### src/rtl/mfc_pkg.sv
// Shared constants and the hysteresis code table for the flow controller.
// Assumes the hysteresis never exceeds 63 characters.
package mfc_pkg;
    localparam int HYST_CODE_W = 4;
    localparam int HYST_W      = 6;

    // Maps a hysteresis code to a character count (table is non-monotonic).
    function automatic logic [HYST_W-1:0] hyst_chars(input logic [HYST_CODE_W-1:0] code);
        case (code)
            4'd0:  return 6'd0;
            4'd1:  return 6'd4;
            4'd2:  return 6'd6;
            4'd3:  return 6'd8;
            4'd4:  return 6'd8;
            4'd5:  return 6'd16;
            4'd6:  return 6'd24;
            4'd7:  return 6'd32;
            4'd8:  return 6'd40;
            4'd9:  return 6'd44;
            4'd10: return 6'd48;
            4'd11: return 6'd52;
            4'd12: return 6'd12;
            4'd13: return 6'd20;
            4'd14: return 6'd28;
            default: return 6'd36;
        endcase
    endfunction
endpackage

### src/rtl/mfc_thresh.sv
// Derives the upper (trigger + hysteresis, saturated at FIFO depth) and
// lower (trigger - hysteresis, clamped at zero) fill thresholds.
// Assumes CNT_W is wide enough to hold FIFO_DEPTH and the largest hysteresis.
module mfc_thresh
    import mfc_pkg::*;
#(
    parameter int FIFO_DEPTH = 64,
    parameter int CNT_W      = 7
) (
    input  logic [CNT_W-1:0]       trig_lvl,
    input  logic [HYST_CODE_W-1:0] hyst_code,
    output logic [CNT_W-1:0]       upper,
    output logic [CNT_W-1:0]       lower
);
    localparam logic [CNT_W:0] DEPTH_V = (CNT_W+1)'(FIFO_DEPTH);

    logic [HYST_W-1:0] hyst;
    logic [CNT_W:0]    sum;
    logic [CNT_W-1:0]  hyst_c;

    // Saturating sum and clamping difference of trigger and hysteresis.
    always_comb begin
        hyst   = hyst_chars(hyst_code);
        hyst_c = CNT_W'(hyst);
        sum    = {1'b0, trig_lvl} + (CNT_W+1)'(hyst);
        upper  = (sum > DEPTH_V) ? DEPTH_V[CNT_W-1:0] : sum[CNT_W-1:0];
        lower  = (trig_lvl > hyst_c) ? (trig_lvl - hyst_c) : '0;
    end
endmodule

### src/rtl/mfc_req_ctl.sv
// Receive-side request control. Holds the request released between the
// upper and lower thresholds and raises the trigger interrupt.
// Assumes the thresholds are stable combinational inputs.
module mfc_req_ctl #(
    parameter int CNT_W = 7
) (
    input  logic             clk,
    input  logic             rst_n,
    input  logic             en,
    input  logic             host_n,
    input  logic [CNT_W-1:0] count,
    input  logic [CNT_W-1:0] trig,
    input  logic [CNT_W-1:0] upper,
    input  logic [CNT_W-1:0] lower,
    output logic             req_n,
    output logic             irq
);
    logic active;
    logic release_q;
    logic reassert;

    // Armed only when enabled and the host has asserted the output.
    always_comb begin
        active   = en && !host_n;
        reassert = (count < lower) || ((lower == '0) && (count == '0));
        req_n    = active ? release_q : host_n;
    end

    // Hysteresis state: release at upper, re-assert below lower.
    always_ff @(posedge clk) begin
        if (!rst_n)               release_q <= 1'b0;
        else if (!active)         release_q <= 1'b0;
        else if (count >= upper)  release_q <= 1'b1;
        else if (reassert)        release_q <= 1'b0;
    end

    // Registered trigger interrupt while automatic request is enabled.
    always_ff @(posedge clk) begin
        if (!rst_n) irq <= 1'b0;
        else        irq <= en && (count >= trig);
    end
endmodule

### src/rtl/mfc_clr_gate.sv
// Transmit-side gating: synchronises both clear inputs, selects one and
// updates the transmit-allowed flag only at character boundaries.
// Assumes SYNC_STAGES >= 2.
module mfc_clr_gate #(
    parameter int SYNC_STAGES = 2
) (
    input  logic clk,
    input  logic rst_n,
    input  logic en,
    input  logic sel,
    input  logic cts_n,
    input  logic dsr_n,
    input  logic char_bnd,
    output logic tx_allowed
);
    localparam int SH_W = 2 * SYNC_STAGES;

    logic [SH_W-1:0] sync_q;
    logic            clr_n_s;

    // Multi-stage synchroniser carrying both clear inputs side by side.
    always_ff @(posedge clk) begin
        if (!rst_n) sync_q <= '0;
        else        sync_q <= {sync_q[SH_W-3:0], dsr_n, cts_n};
    end

    // Pick the synchronised clear input of the selected pair.
    always_comb clr_n_s = sel ? sync_q[SH_W-1] : sync_q[SH_W-2];

    // Transmit permission, updated only between characters.
    always_ff @(posedge clk) begin
        if (!rst_n)        tx_allowed <= 1'b1;
        else if (!en)      tx_allowed <= 1'b1;
        else if (char_bnd) tx_allowed <= !clr_n_s;
    end
endmodule

### src/rtl/modem_flow_ctrl.sv
// Automatic modem flow controller for one serial channel: receive request
// with hysteresis, transmit gating from a clear input, and pair selection.
// Assumes rx_count never exceeds FIFO_DEPTH.
module modem_flow_ctrl
    import mfc_pkg::*;
#(
    parameter int FIFO_DEPTH  = 64,
    parameter int SYNC_STAGES = 2,
    localparam int CNT_W      = $clog2(FIFO_DEPTH) + 1
) (
    input  logic                   clk,
    input  logic                   rst_n,
    input  logic                   auto_req_en,
    input  logic                   auto_clr_en,
    input  logic                   pair_sel,
    input  logic [HYST_CODE_W-1:0] hyst_code,
    input  logic [CNT_W-1:0]       trig_lvl,
    input  logic [CNT_W-1:0]       rx_count,
    input  logic                   host_rts_n,
    input  logic                   host_dtr_n,
    input  logic                   cts_n,
    input  logic                   dsr_n,
    input  logic                   char_bnd,
    output logic                   rts_n,
    output logic                   dtr_n,
    output logic                   tx_allowed,
    output logic                   rx_trig_irq
);
    logic [CNT_W-1:0] upper;
    logic [CNT_W-1:0] lower;
    logic             host_sel_n;
    logic             req_sel_n;

    mfc_thresh #(.FIFO_DEPTH(FIFO_DEPTH), .CNT_W(CNT_W)) thresh_i (
        .trig_lvl (trig_lvl),
        .hyst_code(hyst_code),
        .upper    (upper),
        .lower    (lower)
    );

    // Host level of the selected request output.
    always_comb host_sel_n = pair_sel ? host_dtr_n : host_rts_n;

    mfc_req_ctl #(.CNT_W(CNT_W)) req_i (
        .clk   (clk),
        .rst_n (rst_n),
        .en    (auto_req_en),
        .host_n(host_sel_n),
        .count (rx_count),
        .trig  (trig_lvl),
        .upper (upper),
        .lower (lower),
        .req_n (req_sel_n),
        .irq   (rx_trig_irq)
    );

    mfc_clr_gate #(.SYNC_STAGES(SYNC_STAGES)) clr_i (
        .clk       (clk),
        .rst_n     (rst_n),
        .en        (auto_clr_en),
        .sel       (pair_sel),
        .cts_n     (cts_n),
        .dsr_n     (dsr_n),
        .char_bnd  (char_bnd),
        .tx_allowed(tx_allowed)
    );

    // Route the controlled level to the selected pin; the other follows host.
    always_comb begin
        rts_n = pair_sel ? host_rts_n : req_sel_n;
        dtr_n = pair_sel ? req_sel_n  : host_dtr_n;
    end
endmodule

### config.mk
export PLATFORM = sky130hd
export DESIGN_NAME = modem_flow_ctrl
export DESIGN_NICKNAME = d
export VERILOG_FILES = /design/src/rtl/mfc_pkg.sv /design/src/rtl/mfc_thresh.sv /design/src/rtl/mfc_req_ctl.sv /design/src/rtl/mfc_clr_gate.sv /design/src/rtl/modem_flow_ctrl.sv
export SDC_FILE = /design/constraint.sdc
export NUM_CORES = 1
export LEC_CHECK = 0
export CORE_AREA = 2 2 61 91
export DETAILED_ROUTE_END_ITERATION = 10
export DIE_AREA = 0 0 63 93
export PLACE_DENSITY = 0.62
export SKIP_CTS_REPAIR_TIMING = 1
export SLEW_MARGIN = 10
export SYNTH_ARGS = -nofsm -noshare
export SYNTH_HDL_FRONTEND = slang
export SYNTH_SLANG_ARGS = --single-unit
### constraint.sdc
create_clock -name clk -period 9.05 [get_ports clk]
set_input_delay 1.81 -clock clk [delete_from_list [all_inputs] [get_ports clk]]
set_output_delay 1.81 -clock clk [all_outputs]
set_load 0.005 [all_outputs]
==> flow_summary.toml, run 1 <==
[critical_path]
critical_path_class = "input port to register"
critical_path_depth = 17
r2r_slack_ns = 7.91
rr_endpoint = "req_i.release_q$_SDFFE_PN0P_"
r2r-start = "req_i.release_q$_SDFFE_PN0P_"
crit_buf_inv = 3
r2r_cells = 5
critPathTopFamily = "compound AO/OA/AOI/OAI gates"
crit_path_start = "hyst_code[0]"
critical_path.max_fanout = 4
cp_slowest_cell = "o31ai_1"
worst_setup_path_start_kind = "input port"
cp_cell_sequence = "clkdlybuf4s50_1 > inv_1 > ha_1 > o31ai_1 > inv_1 > ha_1 > or2_1 > o211a_1 > o311ai_1 > a21o_1 > ha_1 > a21oi_1 > o21ai_0 > nand2_1 > o21ai_0 > o22ai_1 > a21oi_1"
cpPeakStageDelay_ns = 0.57
path_common_cell = "ha_1"
critPathRequiredTime_ns = 9.17
critPathCaptureType = "register"
worstPathArrival_ns = 5.54
cp-endpoint = "req_i.release_q$_SDFFE_PN0P_"

[synthesis]
synth_cell_types = 50
ys_async_sr_fraction_pct = 0
synth-main-ff-cell = "dfxtp_1"
yosysWarningCount = 0
netlist_instances = 182
synth_top_area_cell = "ha_1"
syn-cell-area_um2 = 1470
synthesis.nets = 245
synth_edf_count = 0
synth_seq_cells = 7
avgSynthCellArea_um2 = 8.08
yosysSeqAreaShare_pct = 9.52
yosysTopAreaCellShare_pct = 28.1
ys_top_cells_by_area = "ha_1 28%, dfxtp_1 9.5%, inv_1 4.3%"

[sta]
finalSetupViolCount = 0
fin_tns_setup_ns = 0
skew_ns = 0.0000888
final.setup.worst_slack_ns = 3.63
rsz0062_at_grt = "no"
tightest_slew_ns = 0.683
whs_ns = 0.430
fmax_mhz = 184
finalHoldViolCount = 0
relSlewSlack_pct = 54.1
slew_viol_final = 0
post-route-min-period_ns = 5.42
min_period_over_period_pct = 59.9

[pwr]
p_per_area_nw_per_um2 = 100
power_uw = 188
vdd_ir_drop_max_mv = 0.0962
p_leak_nw = 0.852

[clock_network]
cts_buffers = 3
cts_tree = "yes"
clock_latency_ns = 0.23
path_clk_slew_ns = 0.04
cts_sinks = 7
htree_levels = 1
cts_root_buf = "clkbuf_8"
clockBufferDepth = 2

[die]
fp.dieArea_um2 = 5860
rows = 32
die_y_um = 93
start_util_pct = 28.9
die_w_um = 63
io_pins = 32
core_area_um2 = 5080

[placement]
post-place-ws_ns = 3.33
globalplace.congestion = 0.803
dp_hpwl_um = 3170
io_buffer_count = 31

[grt]
grt_use_total_pct = 13.0
grt_pass1_wl_um = 6170
grt_pass1_vias = 1428
grt_max_degree = 12
grt.overflow.total = 0
grt_antenna_before_repair = 0

[outcome]
status = "completed"

[routing]
drcViolationCount = 0
first_pass_iters = 4
drt-total-wl_um = 3650
post_drt_wl_per_cell_um = 13.0
via_per_inst = 5.02
vias = 1410
drt_iter0_drc = 29
antenna_left = 0

[hold_path]
hp-class = "register to register"

[final_layout]
n_antenna_cell = 0
seqCellArea_um2 = 140
final_common_cell = "ha_1"
fin_nets = 277
layout_common_cells = "33 x ha_1, 31 x clkdlybuf4s50_1, 17 x inv_1, 17 x nand2_1, 10 x a21oi_1"
multiInputGateArea_um2 = 1230
layout-drive-gt1-share_pct = 6.57
fillCellCount = 555
syn_to_final_growth_pct = 27.9

[run]
cap_violations = 0
state kept, by name, summed over array words and instances (netlist names):
| register | cells |
|---|---|
| req_i.irq | 1 |
| clr_i.sync_q | 4 |
| req_i.release_q | 1 |
| clr_i.tx_allowed | 1 |
per-layer routing:
layer / routed length [µm] / vias up / track usage (%) / share of wire (%)
met5: 0 / - / 0 / 0
met4: 120 / 0 / 5.56 / 3.3
met3: 64 / 10 / 1.93 / 1.8
met2: 2050 / 19 / 25.4 / 56
met1: 1420 / 659 / 13.5 / 39
li1: - / 722 / - / -
cells in the mapped netlist (2+ instances only):
library cell	n
a21oi_1	10
ha_1	33
and2_1	5
xnor2_1	3
o21ai_0	8
or2_1	2
mux2i_1	6
a211oi_1	5
nand2b_1	6
nand2_1	17
o31ai_1	2
nand3_1	5
a21o_1	4
nor2b_1	2
buf_6	2
o2111ai_1	3
nor3_1	3
a211oi_2	2
o22ai_1	2
fa_1	2
o21bai_1	2
xor2_1	2
inv_1	17
dfxtp_1	7
nor2_1	7
how the worst min path moves through the flow:
stage | start | end | slack (ns) | cells after the start
after CTS | clr_i.sync_q[0]$_SDFF_PN0_ | clr_i.sync_q[2]$_SDFF_PN0_ | 0.44 | 1
after floorplan | clr_i.sync_q[0]$_SDFF_PN0_ | clr_i.sync_q[2]$_SDFF_PN0_ | 0.41 | 1
after global placement | clr_i.sync_q[0]$_SDFF_PN0_ | clr_i.sync_q[2]$_SDFF_PN0_ | 0.41 | 1
after detailed placement | clr_i.sync_q[0]$_SDFF_PN0_ | clr_i.sync_q[2]$_SDFF_PN0_ | 0.43 | 1
final | clr_i.sync_q[0]$_SDFF_PN0_ | clr_i.sync_q[2]$_SDFF_PN0_ | 0.43 | 1
after global routing | clr_i.sync_q[0]$_SDFF_PN0_ | clr_i.sync_q[2]$_SDFF_PN0_ | 0.45 | 1
power breakdown:
part	switching, mW	total [mW]	internal, mW
Clock	0.0157	0.0456	0.0300
Combinational	0.0580	0.110	0.0517
Sequential	0.000508	0.0329	0.0324
Total	0.0742	0.188	0.114
cell type report:
type | instances | area share (%)
clock buffer | 3 | 2.19
multi-input combinational | 153 | 65.5
timing repair buffer | 31 | 16.5
inverter | 18 | 3.59
tap | 68 | 4.52
sequential | 7 | 7.45
clock inverter | 1 | 0.266
metrics by stage:
stage,util (%),instance area [µm²],instances
2_1_floorplan,-,1470,182
3_5_place_dp,36.1,1840,277
3_3_place_gp,36.1,1840,277
5_1_grt,37.0,1880,281
6_report,37.0,1880,281
4_1_cts,37.0,1880,281
kinds of logic (layout without fill, tap and decap cells):
logic type	Yosys count	in the layout	share of synthesized area, %
flops	7	7	9.52
mux	6	6	4.08
buf+inv	22	53	6.72
simple gates	57	57	21.1
xor+xnor	5	5	2.98
compound gates	50	50	24.8
fa+ha+maj	35	35	30.8
(Power assumes the default switching activity.)
==> inputs of run 2 (changes only) <==
PLACE_DENSITY = 0.63   (was 0.62)
clock period = 4.8 ns   (was 9.05 ns; I/O delays follow)
==> flow_summary.toml, run 2 (same netlist as run 1, synthesis figures left out) <==
[outcome]
status = "completed"

[clock_network]
path_clk_slew_ns = 0.04
clock_latency_ns = 0.22
cts_tree = "yes"
clockBufferDepth = 2
cts_root_buf = "clkbuf_8"
htree_levels = 1
cts_sinks = 7
cts_buffers = 3

[sta]
final.setup.worst_slack_ns = 0.429
relSlewSlack_pct = 72.7
fin_tns_setup_ns = 0
finalSetupViolCount = 0
post-route-min-period_ns = 4.37
slew_viol_final = 0
skew_ns = 0.00152
rsz0062_at_grt = "no"
fmax_mhz = 229
min_period_over_period_pct = 91.1
finalHoldViolCount = 0
tightest_slew_ns = 0.403

[hold_path]
hold-path-cell-count = 1
hp-class = "register to register"
hold_path_end = "clr_i.sync_q[2]$_SDFF_PN0_"
worstHoldStart = "clr_i.sync_q[0]$_SDFF_PN0_"

[die]
die_w_um = 63
start_util_pct = 28.9
rows = 32
io_pins = 32
core_area_um2 = 5080
fp.dieArea_um2 = 5860
die_y_um = 93

[critical_path]
worst_setup_path_start_kind = "input port"
r2r-start = "req_i.release_q$_SDFFE_PN0P_"
critical_path_class = "input port to register"
critical_path.max_fanout = 4
r2r_cells = 5
rr_endpoint = "req_i.release_q$_SDFFE_PN0P_"
critPathRequiredTime_ns = 4.95
critPathCaptureType = "register"
r2r_slack_ns = 3.68
worstPathArrival_ns = 4.53

[grt]
grt_pass1_wl_um = 6150
grt_antenna_before_repair = 0
grt.overflow.total = 0
grt_pass1_vias = 1415
grt_max_degree = 12
grt_use_total_pct = 12.8

[final_layout]
fin_util_pct = 37.4
syn_to_final_growth_pct = 29.2
n_antenna_cell = 0
fillCellCount = 575
layout-drive-gt1-share_pct = 7.44
fin_nets = 279
largest_reg_flops = 4
layout.cells.non_filler = 283
largest_register = "clr_i.sync_q"
layout_common_cells = "33 x ha_1, 31 x clkdlybuf4s50_1, 17 x inv_1, 17 x nand2_1, 10 x a21oi_1"
final_common_cell = "ha_1"

[routing]
routed-wl-met3_um = 54
drt-total-wl_um = 3660
post_drt_wl_per_cell_um = 12.9
drcViolationCount = 0
via_per_inst = 5.03
drt_iter0_drc = 20
top_layer = "met4"
antenna_left = 0
first_pass_iters = 4
wl_met2_um = 1940
vias = 1424
wirelength_met1_um = 1570

[placement]
placed_cells = 279
dp_hpwl_um = 3160
post-place-ws_ns = 0.0400
io_buffer_count = 31
globalplace.congestion = 0.793

[pwr]
p_per_area_nw_per_um2 = 185
p_leak_nw = 0.860
vdd_ir_drop_max_mv = 0.237

[run]
cap_violations = 0
## run 2: critical path, cell delays in order
cell and delay (ns):
clkdlybuf4s50_1 0.51, inv_1 0.06, ha_1 0.30, o31ai_2 0.10, buf_4 0.16, fa_1 0.43
or2_1 0.26, a211oi_2 0.31, o22ai_2 0.14, nand2_1 0.14, o21ai_0 0.15, ha_1 0.33
and3_1 0.14, nand3_1 0.09, nor3_1 0.17, o22ai_1 0.11, a21oi_1 0.14
## run 2: stage by stage
stage               instance area, µm²  power [mW]  hold slack (ns)
floorplan                         1470       0.206            0.412
global placement                  1850       0.268            0.414
CTS                               1900       0.355            0.427
finish                            1900       0.352            0.425
detailed placement                1850       0.272            0.418
global route                      1900       0.384            0.457
## run 2: area by class of cell
class                   count  area (µm²)  area share [%]
inverters                  18        67.6            3.55
multi-input cells         153        1240            65.1
clock buffers               4        45.0            2.37
flip-flops and latches      7         140            7.37
well taps                  68        85.1            4.48
repair buffers             33         325            17.1
## run 2: worst max path at each step
stage / start / cells past startpoint / endpoint / slack, ns
finish: hyst_code[0] / 17 / req_i.release_q$_SDFFE_PN0P_ / 0.43
global route: hyst_code[1] / 20 / req_i.release_q$_SDFFE_PN0P_ / 0.11
CTS: hyst_code[0] / 18 / req_i.release_q$_SDFFE_PN0P_ / 0.28
detailed placement: hyst_code[0] / 18 / req_i.release_q$_SDFFE_PN0P_ / 0.04
global placement: hyst_code[0] / 18 / req_i.release_q$_SDFFE_PN0P_ / 0.18
floorplan: hyst_code[0] / 17 / req_i.release_q$_SDFFE_PN0P_ / 0.78
## run 2: per-layer routing
metal  up-vias  track usage (%)
li1        729                -
met5         -                0
met4         0             5.37
met1       667             14.8
met3         8            0.722
met2        20             24.1
## run 2: where the power goes
part / switching [mW] / internal, mW / total [mW]
registers: 0.00102 / 0.0611 / 0.0621
clock network: 0.0234 / 0.0573 / 0.0807
logic: 0.110 / 0.0999 / 0.209
total: 0.134 / 0.218 / 0.352
==> inputs of run 3 (changes only) <==
CORE_AREA = 5 5 64 94   (was 2 2 61 91)
DIE_AREA = 0 0 69 99   (was 0 0 63 93)
SLEW_MARGIN = 20   (was 10)
==> flow_summary.toml, run 3 (same netlist as run 1, synthesis figures left out) <==
[run]
cap_violations = 0

[routing]
drcViolationCount = 0
drt-total-wl_um = 3810
first_pass_iters = 4
via_per_inst = 4.95
post_drt_wl_per_cell_um = 13.5
drt_iter0_drc = 50
vias = 1395
antenna_left = 0

[grt]
grt_pass1_vias = 1362
grt_pass1_wl_um = 6040
grt_util_met3_pct = 1.33
grt_antenna_before_repair = 0
gr-usage-met2_pct = 21.5
busiest_layer = "met2"
grt.overflow.total = 0
met1_usage_pct = 11.2
grt_max_degree = 12
grt_use_total_pct = 10.6

[die]
fp.dieArea_um2 = 6830
rows = 32
core_area_um2 = 5120
die_w_um = 69
io_pins = 32
start_util_pct = 28.7
die_y_um = 99

[clock_network]
path_clk_slew_ns = 0.04
cts_tree = "yes"
clockBufferDepth = 2
cts_root_buf = "clkbuf_8"
htree_levels = 1
cts_buffers = 3
clock_latency_ns = 0.22
cts_sinks = 7

[pwr]
vdd_ir_drop_max_mv = 0.173
p_per_area_nw_per_um2 = 185
p_leak_nw = 0.854

[hold_path]
worstHoldStart = "clr_i.sync_q[0]$_SDFF_PN0_"
hp-class = "register to register"

[critical_path]
critical_path_class = "input port to register"
cp_cell_sequence = "clkdlybuf4s50_1 > ha_1 > inv_1 > mux2i_1 > nor2_1 > a21oi_1 > ha_1 > a21o_1 > a21oi_2 > xnor2_1 > o2bb2ai_1 > a31o_1 > and2_1 > ha_1 > nor2b_1 > o21ai_0 > nand3_1 > a21oi_1 > a211oi_1 > a21oi_1"
critPathRequiredTime_ns = 4.90
worstPathArrival_ns = 4.53
critPathCaptureType = "register"
cpPeakStageDelay_ns = 0.54
r2r-start = "req_i.release_q$_SDFFE_PN0P_"
worst_setup_path_start_kind = "input port"
crit_path_start = "hyst_code[1]"
r2r_slack_ns = 3.70
cp_slowest_cell = "clkdlybuf4s50_1"
critical_path.max_fanout = 11

[placement]
dp_hpwl_um = 3360
placed_cells = 278
io_buffer_count = 31
globalplace.congestion = 0.801

[sta]
fin_tns_setup_ns = 0
min_period_over_period_pct = 92.3
rsz0062_at_grt = "no"
relSlewSlack_pct = 77.3
finalSetupViolCount = 0
fmax_mhz = 226
tightest_slew_ns = 0.335
finalHoldViolCount = 0
slew_viol_final = 0
skew_ns = 0.00346
post-route-min-period_ns = 4.43

[final_layout]
syn_to_final_growth_pct = 28.3
layout_common_cells = "33 x ha_1, 31 x clkdlybuf4s50_1, 17 x inv_1, 17 x nand2_1, 10 x a21oi_1"
largest_reg_flops = 4
largest_register = "clr_i.sync_q"
n_antenna_cell = 0
fillCellCount = 565
final_common_cell = "ha_1"
layout-drive-gt1-share_pct = 6.54
multiInputGateArea_um2 = 1230
fin_nets = 278
seqCellArea_um2 = 140
layout.cells.non_filler = 282

[outcome]
status = "completed"
run 3: power breakdown:
group | internal (mW) | switching [mW] | total (mW)
sequential | 0.0611 | 0.00102 | 0.0621
clock | 0.0573 | 0.0235 | 0.0808
combinational | 0.0983 | 0.109 | 0.207
total | 0.217 | 0.133 | 0.350
run 3: path summary, 6_finish.rpt:
kind	endpoint	depth (start not counted)
max	req_i.release_q$_SDFFE_PN0P_	20
min	clr_i.sync_q[2]$_SDFF_PN0_	1
max reg2reg	req_i.release_q$_SDFFE_PN0P_	5
min reg2reg	clr_i.sync_q[2]$_SDFF_PN0_	1
run 3: routing by layer:
| layer | routed length, µm | vias up | share of wire, % |
|---|---|---|---|
| met5 | 0 | - | 0 |
| met1 | 1560 | 630 | 41 |
| li1 | - | 726 | - |
| met2 | 2110 | 39 | 55 |
| met3 | 138 | 0 | 3.6 |
| met4 | 0 | 0 | 0 |
run 3: area by class of cell:
type                            instances  area share [%]
Multi-Input combinational cell        153            65.3
Inverter                               18            3.58
Clock buffer                            4            2.39
Tap cell                               68            4.51
Timing Repair Buffer                   32            16.8
Sequential cell                         7            7.42
run 3: through the flow:
stage / hold WS, ns / area (µm²) / total power [mW] / setup slack, ns / utilization, %
floorplan: 0.412 / 1470 / 0.206 / 0.781 / -
global placement: 0.417 / 1840 / 0.267 / 0.128 / 36.0
detailed placement: 0.424 / 1840 / 0.270 / 0.0947 / 36.0
CTS: 0.430 / 1890 / 0.353 / 0.312 / 36.8
global route: 0.435 / 1890 / 0.382 / 0.0580 / 36.8
finish: 0.426 / 1890 / 0.350 / 0.370 / 36.8
run 3: critical path: cells and delay by family:
family / cells / cell delay, ns
buffers and inverters: 2 / 0.58
muxes: 1 / 0.13
xor gates and xnor gates: 1 / 0.17
and+or+nand+nor: 4 / 0.40
adders and majority gates: 3 / 0.85
AOI/OAI and AO/OA: 9 / 1.43
